### src/rtl/pwrtrk_pkg.sv
package pwrtrk_pkg;

    localparam int DEF_CNT_W         = 5;
    localparam int DEF_WAKE_EDGE     = 10;
    localparam int DEF_POWERUP_EDGES = 16;
    localparam int DEF_SYNC_STAGES   = 2;

    typedef enum logic {
        PM_SHUTDOWN = 1'b0,
        PM_NORMAL   = 1'b1
    } pmode_e;

    typedef struct packed {
        logic cs_high;
        logic cs_rise;
        logic cs_fall;
        logic sclk_fall;
    } pin_evt_t;

    function automatic pin_evt_t decode_pins(logic cs_now, logic cs_prev,
                                             logic sclk_now, logic sclk_prev);
        pin_evt_t e;
        e.cs_high   = cs_now;
        e.cs_rise   = cs_now & ~cs_prev;
        e.cs_fall   = ~cs_now & cs_prev;
        e.sclk_fall = ~sclk_now & sclk_prev;
        return e;
    endfunction

endpackage

### src/rtl/pwrtrk_sync.sv
module pwrtrk_sync #(
    parameter int   STAGES  = 2,
    parameter logic RST_VAL = 1'b1
) (
    input  logic clk,
    input  logic rst,
    input  logic din,
    output logic level,
    output logic prev
);
    logic [STAGES-1:0] chain;

    for (genvar g = 0; g < STAGES; g++) begin : g_stage
        if (g == 0) begin : g_first
            always_ff @(posedge clk) begin
                if (rst) chain[g] <= RST_VAL;
                else     chain[g] <= din;
            end
        end else begin : g_next
            always_ff @(posedge clk) begin
                if (rst) chain[g] <= RST_VAL;
                else     chain[g] <= chain[g-1];
            end
        end
    end

    always_ff @(posedge clk) begin
        if (rst) prev <= RST_VAL;
        else     prev <= chain[STAGES-1];
    end

    assign level = chain[STAGES-1];

endmodule

### src/rtl/pwrtrk_frame_cnt.sv
module pwrtrk_frame_cnt #(
    parameter int CNT_W = 5
) (
    input  logic             clk,
    input  logic             rst,
    input  logic             cs_high,
    input  logic             cs_fall,
    input  logic             sclk_fall,
    output logic [CNT_W-1:0] edge_cnt,
    output logic             edge_tick
);
    localparam logic [CNT_W-1:0] CNT_MAX = {CNT_W{1'b1}};

    assign edge_tick = sclk_fall & ~cs_high;

    always_ff @(posedge clk) begin
        if (rst)                                  edge_cnt <= '0;
        else if (cs_fall)                         edge_cnt <= '0;
        else if (edge_tick && edge_cnt != CNT_MAX) edge_cnt <= edge_cnt + 1'b1;
    end

    // with chip-select high the frame count does not move
    assert_idle_hold_R7: assert property (@(posedge clk) disable iff (rst)
        cs_high |=> $stable(edge_cnt));

endmodule

### src/rtl/pwrtrk_mode_fsm.sv
module pwrtrk_mode_fsm
    import pwrtrk_pkg::*;
#(
    parameter int CNT_W         = 5,
    parameter int WAKE_EDGE     = 10,
    parameter int POWERUP_EDGES = 16
) (
    input  logic             clk,
    input  logic             rst,
    input  logic             boot_normal,
    input  logic             cs_rise,
    input  logic             edge_tick,
    input  logic [CNT_W-1:0] edge_cnt,
    output pmode_e           mode,
    output logic             powered,
    output logic             result_valid,
    output logic             frame_done,
    output logic [CNT_W-1:0] frame_edges
);
    localparam int WAKE_W = $clog2(POWERUP_EDGES + 1);
    localparam logic [WAKE_W-1:0] WAKE_FULL = WAKE_W'(POWERUP_EDGES);
    localparam logic [CNT_W-1:0]  WAKE_THR  = CNT_W'(WAKE_EDGE);

    logic [WAKE_W-1:0] wake_cnt;
    logic              dummy_done;
    logic              long_frame;

    assign long_frame = (edge_cnt >= WAKE_THR);
    assign powered    = (wake_cnt == WAKE_FULL);

    always_ff @(posedge clk) begin
        if (rst) begin
            mode         <= boot_normal ? PM_NORMAL : PM_SHUTDOWN;
            wake_cnt     <= '0;
            dummy_done   <= 1'b0;
            result_valid <= 1'b0;
            frame_done   <= 1'b0;
            frame_edges  <= '0;
        end else begin
            frame_done <= cs_rise;
            if (cs_rise) begin
                frame_edges <= edge_cnt;
                if (long_frame) begin
                    mode         <= PM_NORMAL;
                    result_valid <= dummy_done;
                    dummy_done   <= 1'b1;
                end else begin
                    mode         <= PM_SHUTDOWN;
                    wake_cnt     <= '0;
                    dummy_done   <= 1'b0;
                    result_valid <= 1'b0;
                end
            end else if (edge_tick && !powered) begin
                wake_cnt <= wake_cnt + 1'b1;
            end
        end
    end

    // the end-of-frame pulse lasts one cycle
    assert_done_pulse_R4: assert property (@(posedge clk) disable iff (rst)
        frame_done |=> !frame_done);

    // a short frame leaves the device in shutdown and unpowered
    assert_short_shutdown_R2: assert property (@(posedge clk) disable iff (rst)
        (frame_done && frame_edges < WAKE_THR) |-> (mode == PM_SHUTDOWN && !powered && !result_valid));

    // a long frame leaves the device in normal mode
    assert_long_normal_R3: assert property (@(posedge clk) disable iff (rst)
        (frame_done && frame_edges >= WAKE_THR) |-> (mode == PM_NORMAL));

    // a valid result only exists in normal mode and only changes at frame end
    assert_valid_normal_R6: assert property (@(posedge clk) disable iff (rst)
        result_valid |-> (mode == PM_NORMAL));
    assert_valid_at_end_R6: assert property (@(posedge clk) disable iff (rst)
        $rose(result_valid) |-> frame_done);

    // wake-up progress is lost only at a frame end
    assert_powered_drop_R5: assert property (@(posedge clk) disable iff (rst)
        $fell(powered) |-> frame_done);

endmodule

### src/rtl/pwrmode_tracker.sv
module pwrmode_tracker
    import pwrtrk_pkg::*;
#(
    parameter int CNT_W         = DEF_CNT_W,
    parameter int WAKE_EDGE     = DEF_WAKE_EDGE,
    parameter int POWERUP_EDGES = DEF_POWERUP_EDGES,
    parameter int SYNC_STAGES   = DEF_SYNC_STAGES
) (
    input  logic             clk,
    input  logic             rst,
    input  logic             boot_normal_i,
    input  logic             cs_n_i,
    input  logic             sclk_i,
    output logic             mode_o,
    output logic             powered_o,
    output logic             result_valid_o,
    output logic             frame_done_o,
    output logic [CNT_W-1:0] frame_edges_o
);
    logic     cs_lvl, cs_prv, sclk_lvl, sclk_prv;
    pin_evt_t evt;
    logic [CNT_W-1:0] edge_cnt;
    logic     edge_tick;
    pmode_e   mode;

    pwrtrk_sync #(.STAGES(SYNC_STAGES), .RST_VAL(1'b1)) u_cs_sync (
        .clk(clk), .rst(rst), .din(cs_n_i), .level(cs_lvl), .prev(cs_prv)
    );

    pwrtrk_sync #(.STAGES(SYNC_STAGES), .RST_VAL(1'b1)) u_sclk_sync (
        .clk(clk), .rst(rst), .din(sclk_i), .level(sclk_lvl), .prev(sclk_prv)
    );

    assign evt = decode_pins(cs_lvl, cs_prv, sclk_lvl, sclk_prv);

    pwrtrk_frame_cnt #(.CNT_W(CNT_W)) u_cnt (
        .clk       (clk),
        .rst       (rst),
        .cs_high   (evt.cs_high),
        .cs_fall   (evt.cs_fall),
        .sclk_fall (evt.sclk_fall),
        .edge_cnt  (edge_cnt),
        .edge_tick (edge_tick)
    );

    pwrtrk_mode_fsm #(
        .CNT_W(CNT_W), .WAKE_EDGE(WAKE_EDGE), .POWERUP_EDGES(POWERUP_EDGES)
    ) u_fsm (
        .clk          (clk),
        .rst          (rst),
        .boot_normal  (boot_normal_i),
        .cs_rise      (evt.cs_rise),
        .edge_tick    (edge_tick),
        .edge_cnt     (edge_cnt),
        .mode         (mode),
        .powered      (powered_o),
        .result_valid (result_valid_o),
        .frame_done   (frame_done_o),
        .frame_edges  (frame_edges_o)
    );

    assign mode_o = (mode == PM_NORMAL);

    // a frame-done pulse needs chip-select seen high by the synchronizer
    assert_done_after_sync_R8: assert property (@(posedge clk) disable iff (rst)
        frame_done_o |-> cs_prv);

endmodule

### config.mk
export PLATFORM = sky130hd
export DESIGN_NAME = pwrmode_tracker
export DESIGN_NICKNAME = d
export VERILOG_FILES = /design/src/rtl/pwrtrk_pkg.sv /design/src/rtl/pwrtrk_sync.sv /design/src/rtl/pwrtrk_frame_cnt.sv /design/src/rtl/pwrtrk_mode_fsm.sv /design/src/rtl/pwrmode_tracker.sv
export SDC_FILE = /design/constraint.sdc
export NUM_CORES = 1
export LEC_CHECK = 0
export ABC_AREA = 1
export BUFFER_PORTS_ARGS = -buffer_cell sky130_fd_sc_hd__buf_2
export CAP_MARGIN = 10
export CORE_MARGIN = 10
export CORE_UTILIZATION = 39
export DETAILED_ROUTE_END_ITERATION = 6
export PLACE_DENSITY = 0.66
export SYNTH_ARGS = -nofsm -noshare
export SYNTH_HDL_FRONTEND = slang
export SYNTH_SLANG_ARGS = --single-unit
### constraint.sdc
create_clock -name clk -period 2.8 [get_ports clk]
set_input_delay 0.28 -clock clk [delete_from_list [all_inputs] [get_ports clk]]
set_output_delay 0.28 -clock clk [all_outputs]
set_load 0.05 [all_outputs]
Word level (Yosys, flattened, before mapping)
Index checks and enable logic that the tools add are counted.
{"block": "word_totals", "input_bits": 5, "ram_bits": 0, "memories": 0, "ff_bits": 25, "mem_bits_ro": 0, "out_inout_bits": 9, "wordCells": 41, "latchBits": 0}
{"block": "classes", "n_div": 0, "n_reduce_logical": 7, "mul": 0, "shifts": 0, "muxes": 8, "n_lt_le_gt_ge": 1, "eq_ne": 3, "n_bitwise": 7, "addsub": 2}
{"operator": "5-bit two-way mux", "n": 3}
{"operator": "5-bit by 1-bit adder with 5-bit output, second input constant", "n": 2}
{"operator": "5-bit equality test, second input constant", "n": 1}
{"operator": "5-bit by 4-bit >= comparator with 1-bit output, second input constant", "n": 1}
{"operator": "1-bit two-way mux", "n": 5}
{"operator": "5-bit != test, second input constant", "n": 1}
{"operator": "1-bit AND", "n": 4}
{"operator": "2-bit nonzero test", "n": 2}
{"operator": "1-bit inverter", "n": 3}
{"operator": "1-bit logical AND", "n": 2}
{"operator": "2-bit != test, second input constant", "n": 1}
{"operator": "2-bit AND reduction", "n": 1}
{"operator": "2-bit OR reduction", "n": 1}
{"operator": "1-bit logical NOT", "n": 1}

Longest topological paths before layout
Gate-level depths: netlist (run 1).
{"block": "depth", "ltp_word": 6, "mapped_depth": 10, "ltp_nobuf": 10}

By module
From an unflattened synthesis (run 1), not the netlist that was laid out.
{"block": "unflattened", "hier_cells": 150, "hier_area_um2": 1121.1}
{"module": "pwrtrk_mode_fsm", "seq_area_each_um2": 290.3, "cells_per_inst": 89, "area_per_inst_um2": 665.6, "instances": 1}
{"module": "pwrtrk_frame_cnt", "seq_area_each_um2": 100.1, "cells_per_inst": 35, "area_per_inst_um2": 255.2, "instances": 1}
{"module": "pwrtrk_sync", "seq_area_each_um2": 60.1, "cells_per_inst": 10, "area_per_inst_um2": 88.8, "instances": 2}
{"module": "pwrmode_tracker", "seq_area_each_um2": 0.0, "cells_per_inst": 6, "area_per_inst_um2": 22.5, "instances": 1}

Least setup slack after synthesis (run 1)
No wires, ideal clock.
{"block": "synth_path", "path_kind": "reg2reg", "startpoint": "reg u_cnt.edge_cnt[0]", "endpoint": "reg u_cnt.edge_cnt[4]", "t_required_ps": 2680, "path_buffers": 0, "stages_incl_launch_ff": 9, "t_arrival_ps": 1319, "setup_slack_ps": 1361, "period_less_slack_ps": 1439, "setup_ps": 120, "path_cell_list": "dfxtp_1 -> ha_1 -> nand2_1 -> nor2_1 -> ha_1 -> nor3_2 -> inv_1 -> o21ai_0 -> a21oi_1"}
{"block": "synth_via", "elab_chain_len": 2}
{"element": "start, declared", "line_no": "pwrtrk_frame_cnt.sv:9", "rtl": "output logic [CNT_W-1:0] edge_cnt,"}
{"element": "start signal, assigned", "line_no": "pwrtrk_frame_cnt.sv:19", "rtl": "else if (edge_tick && edge_cnt != CNT_MAX) edge_cnt <= edge_cnt + 1'b1;"}
{"element": "parallel branches: the longest is 2 deep, another holds 5-bit by 1-bit adder with 5-bit output"}
Several ways; the timed one is not identified.
A chain may end at the register's enable or synchronous reset.

Final worst setup path (run 1)
{"block": "layout_path", "startpoint": "reg u_fsm.wake_cnt[0]", "endpoint": "out powered_o"}
{"block": "layout_via", "elab_chain_len": 1}
{"element": "start, declared", "line_no": "pwrtrk_mode_fsm.sv:24", "rtl": "logic [WAKE_W-1:0] wake_cnt;"}
{"element": "start signal, assigned", "line_no": "pwrtrk_mode_fsm.sv:54", "rtl": "wake_cnt <= wake_cnt + 1'b1;"}
{"element": "5-bit equality test", "line_no": "pwrtrk_mode_fsm.sv:29", "rtl": "assign powered = (wake_cnt == WAKE_FULL);"}
{"element": "end, declared", "line_no": "pwrmode_tracker.sv:15", "rtl": "output logic powered_o,"}
No other way between the ends.

==> results of run 1 <==
==> power groups by stage <==
stage                     Clock (mW)  Combinational [mW]  Sequential [mW]
after floorplan                    0              0.0273            0.381
after global placement             0              0.0404            0.377
after detailed placement           0              0.0408            0.377
after CTS                      0.169              0.0410            0.369
after global routing           0.185              0.0462            0.370
final                          0.163              0.0406            0.369
==> worst paths after layout <==
path / start / endpoint / slack (ps) / depth (start not counted)
hold reg to reg: u_cs_sync.chain[0] / u_cs_sync.level / 430 / 1
setup reg to reg: u_cnt.edge_cnt[0] / u_cnt.edge_cnt[2] / 1180 / 8
setup / recovery: u_fsm.wake_cnt[0] / powered_o / 1150 / 5
hold / removal: cs_n_i / u_cs_sync.chain[0] / 130 / 2
==> cells in the mapped netlist <==
cell	n	share of area, %
inv_1	16	5.6
nand4_1	1	0.59
dfxtp_1	24	45
nor2_1	12	4.2
or2_2	4	2.3
o21ai_0	5	2.3
a21oi_1	7	3.3
nand2_1	32	11
nand3_1	7	3.3
inv_2	3	1.1
ha_1	5	5.9
buf_2	1	0.47
nor3b_1	1	0.70
nor3_2	1	0.94
xor2_1	2	1.6
nor2_4	2	2.1
nor2_8	1	1.9
nor3_1	1	0.47
a21boi_0	1	0.70
edfxtp_1	1	2.8
nand3_2	1	0.94
o21ai_1	5	2.3
==> layout by cell type (no fill, tap or decap), types with 2 or more instances in the layout <==
cell / instances
dfxtp_1: 24
ha_1: 5
buf_2: 13
nand2_1: 32
inv_2: 3
o21ai_1: 5
o21ai_0: 5
clkbuf_4: 3
nor2_4: 2
inv_1: 16
xor2_1: 2
or2_2: 4
a21oi_1: 7
nand3_1: 7
nor2_1: 12
==> worst max-delay path: stages (launching register included) <==
cell and delay (ps):
dfxtp_1 360, inv_1 100, ha_1 160, nand3_1 120, inv_1 70, buf_2 250
==> logic make-up (layout without fill, tap and decap cells) <==
group                    count (synthesis)  after routing
XOR/XNOR                                 2              2
AND/OR/NAND/NOR                         63             63
buffers and inverters                   20             36
AO/OA/AOI/OAI                           18             18
flip-flops                              25             25
adder cells (fa/ha/maj)                  5              5
==> per-layer routing <==
| layer | global-route usage (%) | part of all wire [%] | vias up |
|---|---|---|---|
| met4 | 3.87 | 2.0 | 0 |
| met3 | 2.99 | 5.0 | 5 |
| met2 | 11.8 | 44 | 13 |
| li1 | - | - | 455 |
| met5 | 0 | 0 | - |
| met1 | 9.39 | 49 | 366 |
==> metrics by stage <==
stage | instances | total power, mW
after floorplan | 133 | 0.408
after global placement | 175 | 0.417
after detailed placement | 175 | 0.418
after CTS | 179 | 0.579
after global routing | 179 | 0.601
final | 179 | 0.572
==> final cells by class <==
class	instances	area, µm²	area share [%]
multi-input cells	88	479	40.2
flip-flops and latches	25	510	42.9
repair buffers	13	65.1	5.46
inverters	19	71.3	5.99
clock inverters	1	5.00	0.420
well taps	30	37.5	3.15
clock buffers	3	22.5	1.89
==> flow_summary.json, run 1 <==
{
  "wirelength_um": 1880,
  "cts_root_buf": "clkbuf_4",
  "status": "completed",
  "synth_xor_area_share_pct": 1.64,
  "dpl.hpwl_um": 1510,
  "wl_per_cell_um": 10.5,
  "die_h_um": 72.3,
  "cts.clk_slew.worst_paths_ps": 130,
  "fmax_ghz": 0.604,
  "end_kind": "primary output",
  "first_global_vias": 774,
  "grt-ovfl-total": 0,
  "drc": 0,
  "syn_area_um2": 1070,
  "ys_seq_elements": 25,
  "initial_utilization_pct": 41.9,
  "postLayoutCoreUtil_pct": 46.8,
  "clk_path_buf_depth": 2,
  "hold_path_class": "in -> reg",
  "htreeDepth": 1,
  "ys_seq_area_share_pct": 47.9,
  "fin_area_um2": 1190,
  "io_buffer_count": 13,
  "die_x_um": 72.3,
  "pre_cts_slack_ps": 1210,
  "drv_cap": 0,
  "avgViaCountPerCell": 4.69,
  "drt-pass1-iter-count": 4,
  "biggestRegsByFlops": "u_cnt.edge_cnt (5), u_fsm.frame_edges (5), u_fsm.wake_cnt (5)",
  "synth_cell_types": 22,
  "grt_max_degree": 15,
  "track_usage_pct": 7.79,
  "p_seq_share_pct": 64.5,
  "fin_nets": 160,
  "cts_tree": "yes",
  "post-route-min-period_ps": 1650,
  "antenna-diode-count": 0,
  "yosys_warnings": 0,
  "critPathMaxFanout": 3,
  "globalplace.congestion": 0.820,
  "power_switching_mw": 0.140,
  "internal_power_mw": 0.432,
  "clk_latency_ps": 320,
  "swShare_pct": 24.5,
  "setup_ws_ps": 1150,
  "setup_viol": 0,
  "final_antenna_net_count": 0,
  "cts_buffers": 3,
  "power_density_nw_per_um2": 480,
  "rsz0062_at_grt": "no",
  "cts_sinks": 25,
  "synth_top_family_by_area": "simple AND/OR/NAND/NOR gates",
  "cts.hold.buffers_added": 0,
  "period_share_pct": 59.1,
  "final_hold_viol_count": 0,
  "yosys.area_share.adder_pct": 5.87,
  "pin_count": 14,
  "num_rows": 18,
  "fin_worst_skew_ps": 1.71,
  "postCtsSetupBuffers": 0,
  "combinationalPowerShare_pct": 7.1,
  "leakage_nw": 0.553,
  "crit_required_ps": 2520,
  "finalMaxSlewViolations": 0,
  "drive_gt1_share_pct": 19.5,
  "peakVddDrop_uv": 326,
  "synth_fp_nets": 143,
  "antenna_found_initial": 0,
  "dieArea_um2": 5220,
  "vias": 839,
  "nFillCells": 270,
  "syn_avg_cell_area_um2": 8.02,
  "grt_pass1_wl_um": 3330,
  "cts_resized": 0,
  "worst_pin_slew_ps": 326,
  "synth_mux_area_share_pct": 0,
  "crit_arrival_ps": 1370,
  "area_growth_syn_to_layout_pct": 11.7,
  "path_class": "reg -> out",
  "crit_path_start_kind": "flop",
  "clkPwrFrac_pct": 28.5,
  "drt-initial-drc-count": 24,
  "whs_ps": 132,
  "maxSlewHeadroom_pct": 78.1,
  "synth-simple-area-share_pct": 28.8,
  "dpl-instance-area_um2": 1160,
  "synth_compound_area_share_pct": 8.69,
  "syn_inst": 133,
  "setup-tns-final_ps": 0,
  "core-area_um2": 2540
}
Note: power is estimated with default switching activity, not from simulation.
==> run 2, diff against run 1 <==
==> constraint.sdc (replaced) <==
create_clock -name clk -period 1.7 [get_ports clk]
set_input_delay 0.17 -clock clk [delete_from_list [all_inputs] [get_ports clk]]
set_output_delay 0.17 -clock clk [all_outputs]
set_load 0.05 [all_outputs]
==> flow_summary.json, run 2 (synthesis gave the netlist of run 1 again) <==
{
  "status": "completed",
  "fin_worst_skew_ps": 2.10,
  "post-route-min-period_ps": 1570,
  "end_kind": "flop",
  "vias": 838,
  "drc": 0,
  "power_density_nw_per_um2": 787,
  "crit_arrival_ps": 1790,
  "final_hold_viol_count": 0,
  "drt-initial-drc-count": 24,
  "total_power_mw": 0.943,
  "layout_commonest_cell": "nand2_1",
  "path_class": "reg -> reg",
  "antenna_found_initial": 0,
  "biggestRegsByFlops": "u_cnt.edge_cnt (5), u_fsm.frame_edges (5), u_fsm.wake_cnt (5)",
  "fin_nets": 160,
  "die_x_um": 72.3,
  "cts.clk_slew.worst_paths_ps": 140,
  "mostFrequentLayoutCells": "nand2_1 (32), dfxtp_1 (24), inv_1 (16)",
  "core-area_um2": 2540,
  "worst_pin_slew_ps": 309,
  "leakage_nw": 0.553,
  "rsz0062_at_grt": "no",
  "first_global_vias": 774,
  "setup-tns-final_ps": 0,
  "period_share_pct": 92.2,
  "wl_per_cell_um": 10.5,
  "postCtsSetupBuffers": 0,
  "cts_tree": "yes",
  "setup_viol": 0,
  "area_growth_syn_to_layout_pct": 12.3,
  "track_usage_pct": 7.79,
  "clk_path_buf_depth": 2,
  "placed_cells_incl_taps": 175,
  "drive_gt1_share_pct": 19.5,
  "peakVddDrop_uv": 537,
  "cts_buffers": 3,
  "num_rows": 18,
  "htreeDepth": 1,
  "drv_cap": 0,
  "maxSlewHeadroom_pct": 79.4,
  "crit_required_ps": 1930,
  "cts_root_buf": "clkbuf_4",
  "avgViaCountPerCell": 4.68,
  "whs_ps": 22.3,
  "drt-pass1-iter-count": 4,
  "dpl-instance-area_um2": 1160,
  "hold_path_class": "in -> reg",
  "grt-ovfl-total": 0,
  "fin_cells": 179,
  "globalplace.congestion": 0.820,
  "wirelength_um": 1890,
  "clk_latency_ps": 320,
  "crit_path_start_kind": "flop",
  "final_antenna_net_count": 0,
  "dpl.hpwl_um": 1510,
  "critPathMaxFanout": 6,
  "dieArea_um2": 5220,
  "grt_max_degree": 15,
  "cts_sinks": 25,
  "die_h_um": 72.3,
  "fmax_ghz": 0.638,
  "finalMaxSlewViolations": 0,
  "fin_area_um2": 1200,
  "io_buffer_count": 13,
  "initial_utilization_pct": 41.9,
  "pin_count": 14,
  "cts.hold.buffers_added": 0,
  "antenna-diode-count": 0,
  "grt_pass1_wl_um": 3330
}
-- run 2: layout make-up --
| class | count | area (µm²) |
|---|---|---|
| Clock buffer | 3 | 22.5 |
| Clock inverter | 1 | 5.00 |
| Fill cell | 270 | 1350 |
| Inverter | 19 | 71.3 |
| Multi-Input combinational cell | 88 | 485 |
| Sequential cell | 25 | 510 |
| Tap cell | 30 | 37.5 |
| Timing Repair Buffer | 13 | 65.1 |
-- run 2: timing repair --
| action | CTS | global route |
|---|---|---|
| resized for setup | 0 | 1 |
| endpoints found under the setup margin | 0 | 2 |
| hold endpoints to repair | 0 | 0 |
-- run 2: per-layer routing --
layer | share of wire, % | global-route usage (%)
met3 | 5.0 | 2.99
met4 | 1.9 | 3.87
met5 | 0 | 0
met2 | 44 | 11.8
met1 | 49 | 9.39
-- run 2: per-stage QoR --
step / utilization (%) / worst slack [ps]
after floorplan: - / 261
after global placement: 45.7 / 181
after detailed placement: 45.7 / 109
after CTS: 46.8 / 84.0
after global routing: 47.1 / 27.8
final: 47.1 / 133
-- run 2: critical path: stages, from the launching register on --
cell and delay [ps]:
dfxtp_1 350, ha_1 220, nand2_1 70, nor2_1 40, ha_1 210, nor3_4 250, nand2_1 100, o21ai_0 180
a21oi_1 60
-- run 2: power by group --
group          switching, mW  leakage [nW]  internal, mW  total, mW
Combinational         0.0456         0.330        0.0216     0.0672
Sequential           0.00628         0.205         0.602      0.608
Clock                  0.179        0.0177        0.0882      0.268
-- run 2: worst paths after layout --
| path | start | to | slack, ps | cells after the start |
|---|---|---|---|---|
| worst max-delay path | u_cnt.edge_cnt[0] | u_cnt.edge_cnt[2] | 130 | 8 |
| worst min-delay path | cs_n_i | u_cs_sync.chain[0] | 20 | 2 |
| worst max register to register | u_cnt.edge_cnt[0] | u_cnt.edge_cnt[2] | 130 | 8 |
| worst min register to register | u_cs_sync.chain[0] | u_cs_sync.level | 430 | 1 |
==> run 3, diff against run 2 <==
--- a/config.mk
+++ b/config.mk
@@ -8,10 +8,12 @@
 export ABC_AREA = 1
 export BUFFER_PORTS_ARGS = -buffer_cell sky130_fd_sc_hd__buf_2
 export CAP_MARGIN = 10
-export CORE_MARGIN = 10
+export CORE_MARGIN = 2
 export CORE_UTILIZATION = 39
 export DETAILED_ROUTE_END_ITERATION = 6
-export PLACE_DENSITY = 0.66
+export PLACE_DENSITY = 0.65
+export SLEW_MARGIN = 20
 export SYNTH_ARGS = -nofsm -noshare
 export SYNTH_HDL_FRONTEND = slang
+export SYNTH_HIERARCHICAL = 1
 export SYNTH_SLANG_ARGS = --single-unit
==> flow_summary.json, run 3 <==
{
  "status": "completed",
  "period_share_pct": 93.4,
  "hold_path_class": "in -> reg",
  "avgViaCountPerCell": 4.88,
  "power_density_nw_per_um2": 747,
  "fin_area_um2": 1250,
  "pre_cts_slack_ps": 268,
  "postLayoutCoreUtil_pct": 45.8,
  "fin_nets": 176,
  "critPathMaxFanout": 5,
  "wirelength_um": 1940,
  "crit_arrival_ps": 1420,
  "layout_commonest_cell": "nand2_1",
  "die_x_um": 57.6,
  "dieArea_um2": 3320,
  "track_usage_pct": 12.9,
  "mostFrequentLayoutCells": "nand2_1 (34), inv_1 (23), dfxtp_1 (23)",
  "drv_cap": 0,
  "initial_utilization_pct": 41.0,
  "worst_pin_slew_ps": 374,
  "synth_top_flop_cell": "dfxtp_1",
  "path_class": "reg -> out",
  "peakVddDrop_uv": 480,
  "antenna-diode-count": 0,
  "drive_gt1_share_pct": 20.5,
  "setup_ws_ps": 112,
  "wl_per_cell_um": 9.85,
  "die_h_um": 57.6,
  "cts_sinks": 25,
  "globalplace.congestion": 0.865,
  "placed_cells_incl_taps": 193,
  "swShare_pct": 24.1,
  "p_seq_share_pct": 64.8,
  "whs_ps": 31.3,
  "crit_required_ps": 1530,
  "synth_top_area_share_pct": 42.9,
  "final_hold_viol_count": 0,
  "post-route-min-period_ps": 1590,
  "syn_area_um2": 1120,
  "grt-ovfl-total": 0,
  "end_kind": "primary output",
  "grt_pass1_wl_um": 3390,
  "crit_path_start_kind": "flop",
  "clk_latency_ps": 310,
  "clk_path_buf_depth": 2,
  "first_global_vias": 810,
  "drt-initial-drc-count": 41,
  "dpl.hpwl_um": 1490,
  "internal_power_mw": 0.709,
  "num_rows": 19,
  "yosys-top-cells-area": "dfxtp_1 (43%), nand2_1 (11%), inv_1 (7.7%), nand3_1 (6.7%), nor2_1 (4.7%)",
  "drc": 0,
  "syn_avg_cell_area_um2": 7.47,
  "grt_max_degree": 16,
  "synth_most_common_cell": "nand2_1",
  "cts_tree": "yes",
  "fin_cells": 197,
  "cts.hold.buffers_added": 0,
  "drt-pass1-iter-count": 4,
  "synth_top_cell_by_area": "dfxtp_1",
  "setup-tns-final_ps": 0,
  "total_power_mw": 0.934,
  "synth_cell_types": 22,
  "leakage_nw": 0.629,
  "antenna_found_initial": 0,
  "cts_buffers": 3,
  "synth_edf_count": 1,
  "synth_commonest_cells": "nand2_1 (34), dfxtp_1 (24), inv_1 (23), nand3_1 (15), nor2_1 (14)",
  "ys_seq_elements": 25,
  "dpl-instance-area_um2": 1220,
  "clkPwrFrac_pct": 28.2,
  "synth-async-reset-ratio_pct": 0,
  "fin_worst_skew_ps": 11.5,
  "syn_inst": 150,
  "area_growth_syn_to_layout_pct": 11.6,
  "fmax_ghz": 0.630,
  "core-area_um2": 2730,
  "maxSlewHeadroom_pct": 75.0,
  "vias": 962,
  "htreeDepth": 1,
  "combinationalPowerShare_pct": 7.0,
  "final_antenna_net_count": 0,
  "biggestRegsByFlops": "u_cnt/edge_cnt (5), u_fsm/frame_edges (5), u_fsm/wake_cnt (5)",
  "ys_seq_area_share_pct": 45.5,
  "cts_root_buf": "clkbuf_4",
  "setup_viol": 0,
  "cts.clk_slew.worst_paths_ps": 130,
  "pin_count": 14,
  "rsz0062_at_grt": "no",
  "yosys_warnings": 6,
  "finalMaxSlewViolations": 0,
  "power_switching_mw": 0.225,
  "io_buffer_count": 13,
  "synth_fp_nets": 159
}
[run 3: routing by layer]
layer,routed length [µm],up-vias,GRT usage [%],share of wire [%]
li1,-,504,-,-
met1,971,445,18.3,50
met2,905,11,19.6,47
met3,51,2,3.35,2.6
met4,12,0,3.32,0.62
met5,0,-,0,0
[run 3: path summary, 6_finish.rpt]
| path | slack (ps) | to | cells past startpoint | from |
|---|---|---|---|---|
| setup / recovery | 110 | powered_o | 7 | u_fsm/wake_cnt[1] |
| hold / removal | 30 | u_sclk_sync/chain[0] | 3 | sclk_i |
| setup reg to reg | 230 | u_cnt/edge_cnt[3] | 7 | u_cnt/edge_cnt[1] |
| hold reg to reg | 440 | u_cs_sync/level | 2 | u_cs_sync/chain[0] |
[run 3: power by group through the flow]
| stage | sequential [mW] | combinational (mW) | clock, mW |
|---|---|---|---|
| CTS | 0.606 | 0.0658 | 0.278 |
| global placement | 0.618 | 0.0648 | 0 |
| global route | 0.608 | 0.0739 | 0.308 |
| floorplan | 0.625 | 0.0406 | 0 |
| detailed placement | 0.619 | 0.0654 | 0 |
| finish | 0.606 | 0.0653 | 0.263 |
[run 3: area by class of cell]
class / count / area [µm²]
fillers: 282 / 1480
flip-flops and latches: 25 / 512
multi-input cells: 96 / 498
inverters: 28 / 105
repair buffers: 13 / 67.6
well taps: 31 / 38.8
clock buffers: 3 / 22.5
clock inverters: 1 / 7.51
[run 3: cells by family (layout without fill, tap and decap cells)]
logic type               count (synthesis)  after routing  synth area share [%]
AND/OR/NAND/NOR                         79             79                  33.8
buffers and inverters                   29             45                  10.0
flip-flops                              25             25                  45.5
AO/OA/AOI/OAI                           13             13                  6.14
adder cells (fa/ha/maj)                  4              4                  4.46
[run 3: repair_timing]
| item | 4_1_cts | 5_1_grt |
|---|---|---|
| setup buffers | 0 | 0 |
| gates resized for setup | 0 | 2 |
| setup endpoints to repair | 0 | 1 |
[run 3: critical path, cell delays in order, from the launching register on]
cell and delay [ps]:
dfxtp_1 430, inv_1 70, ha_1 170, inv_1 50
nor2_1 40, nand2_2 110, inv_1 50, clkbuf_4 200
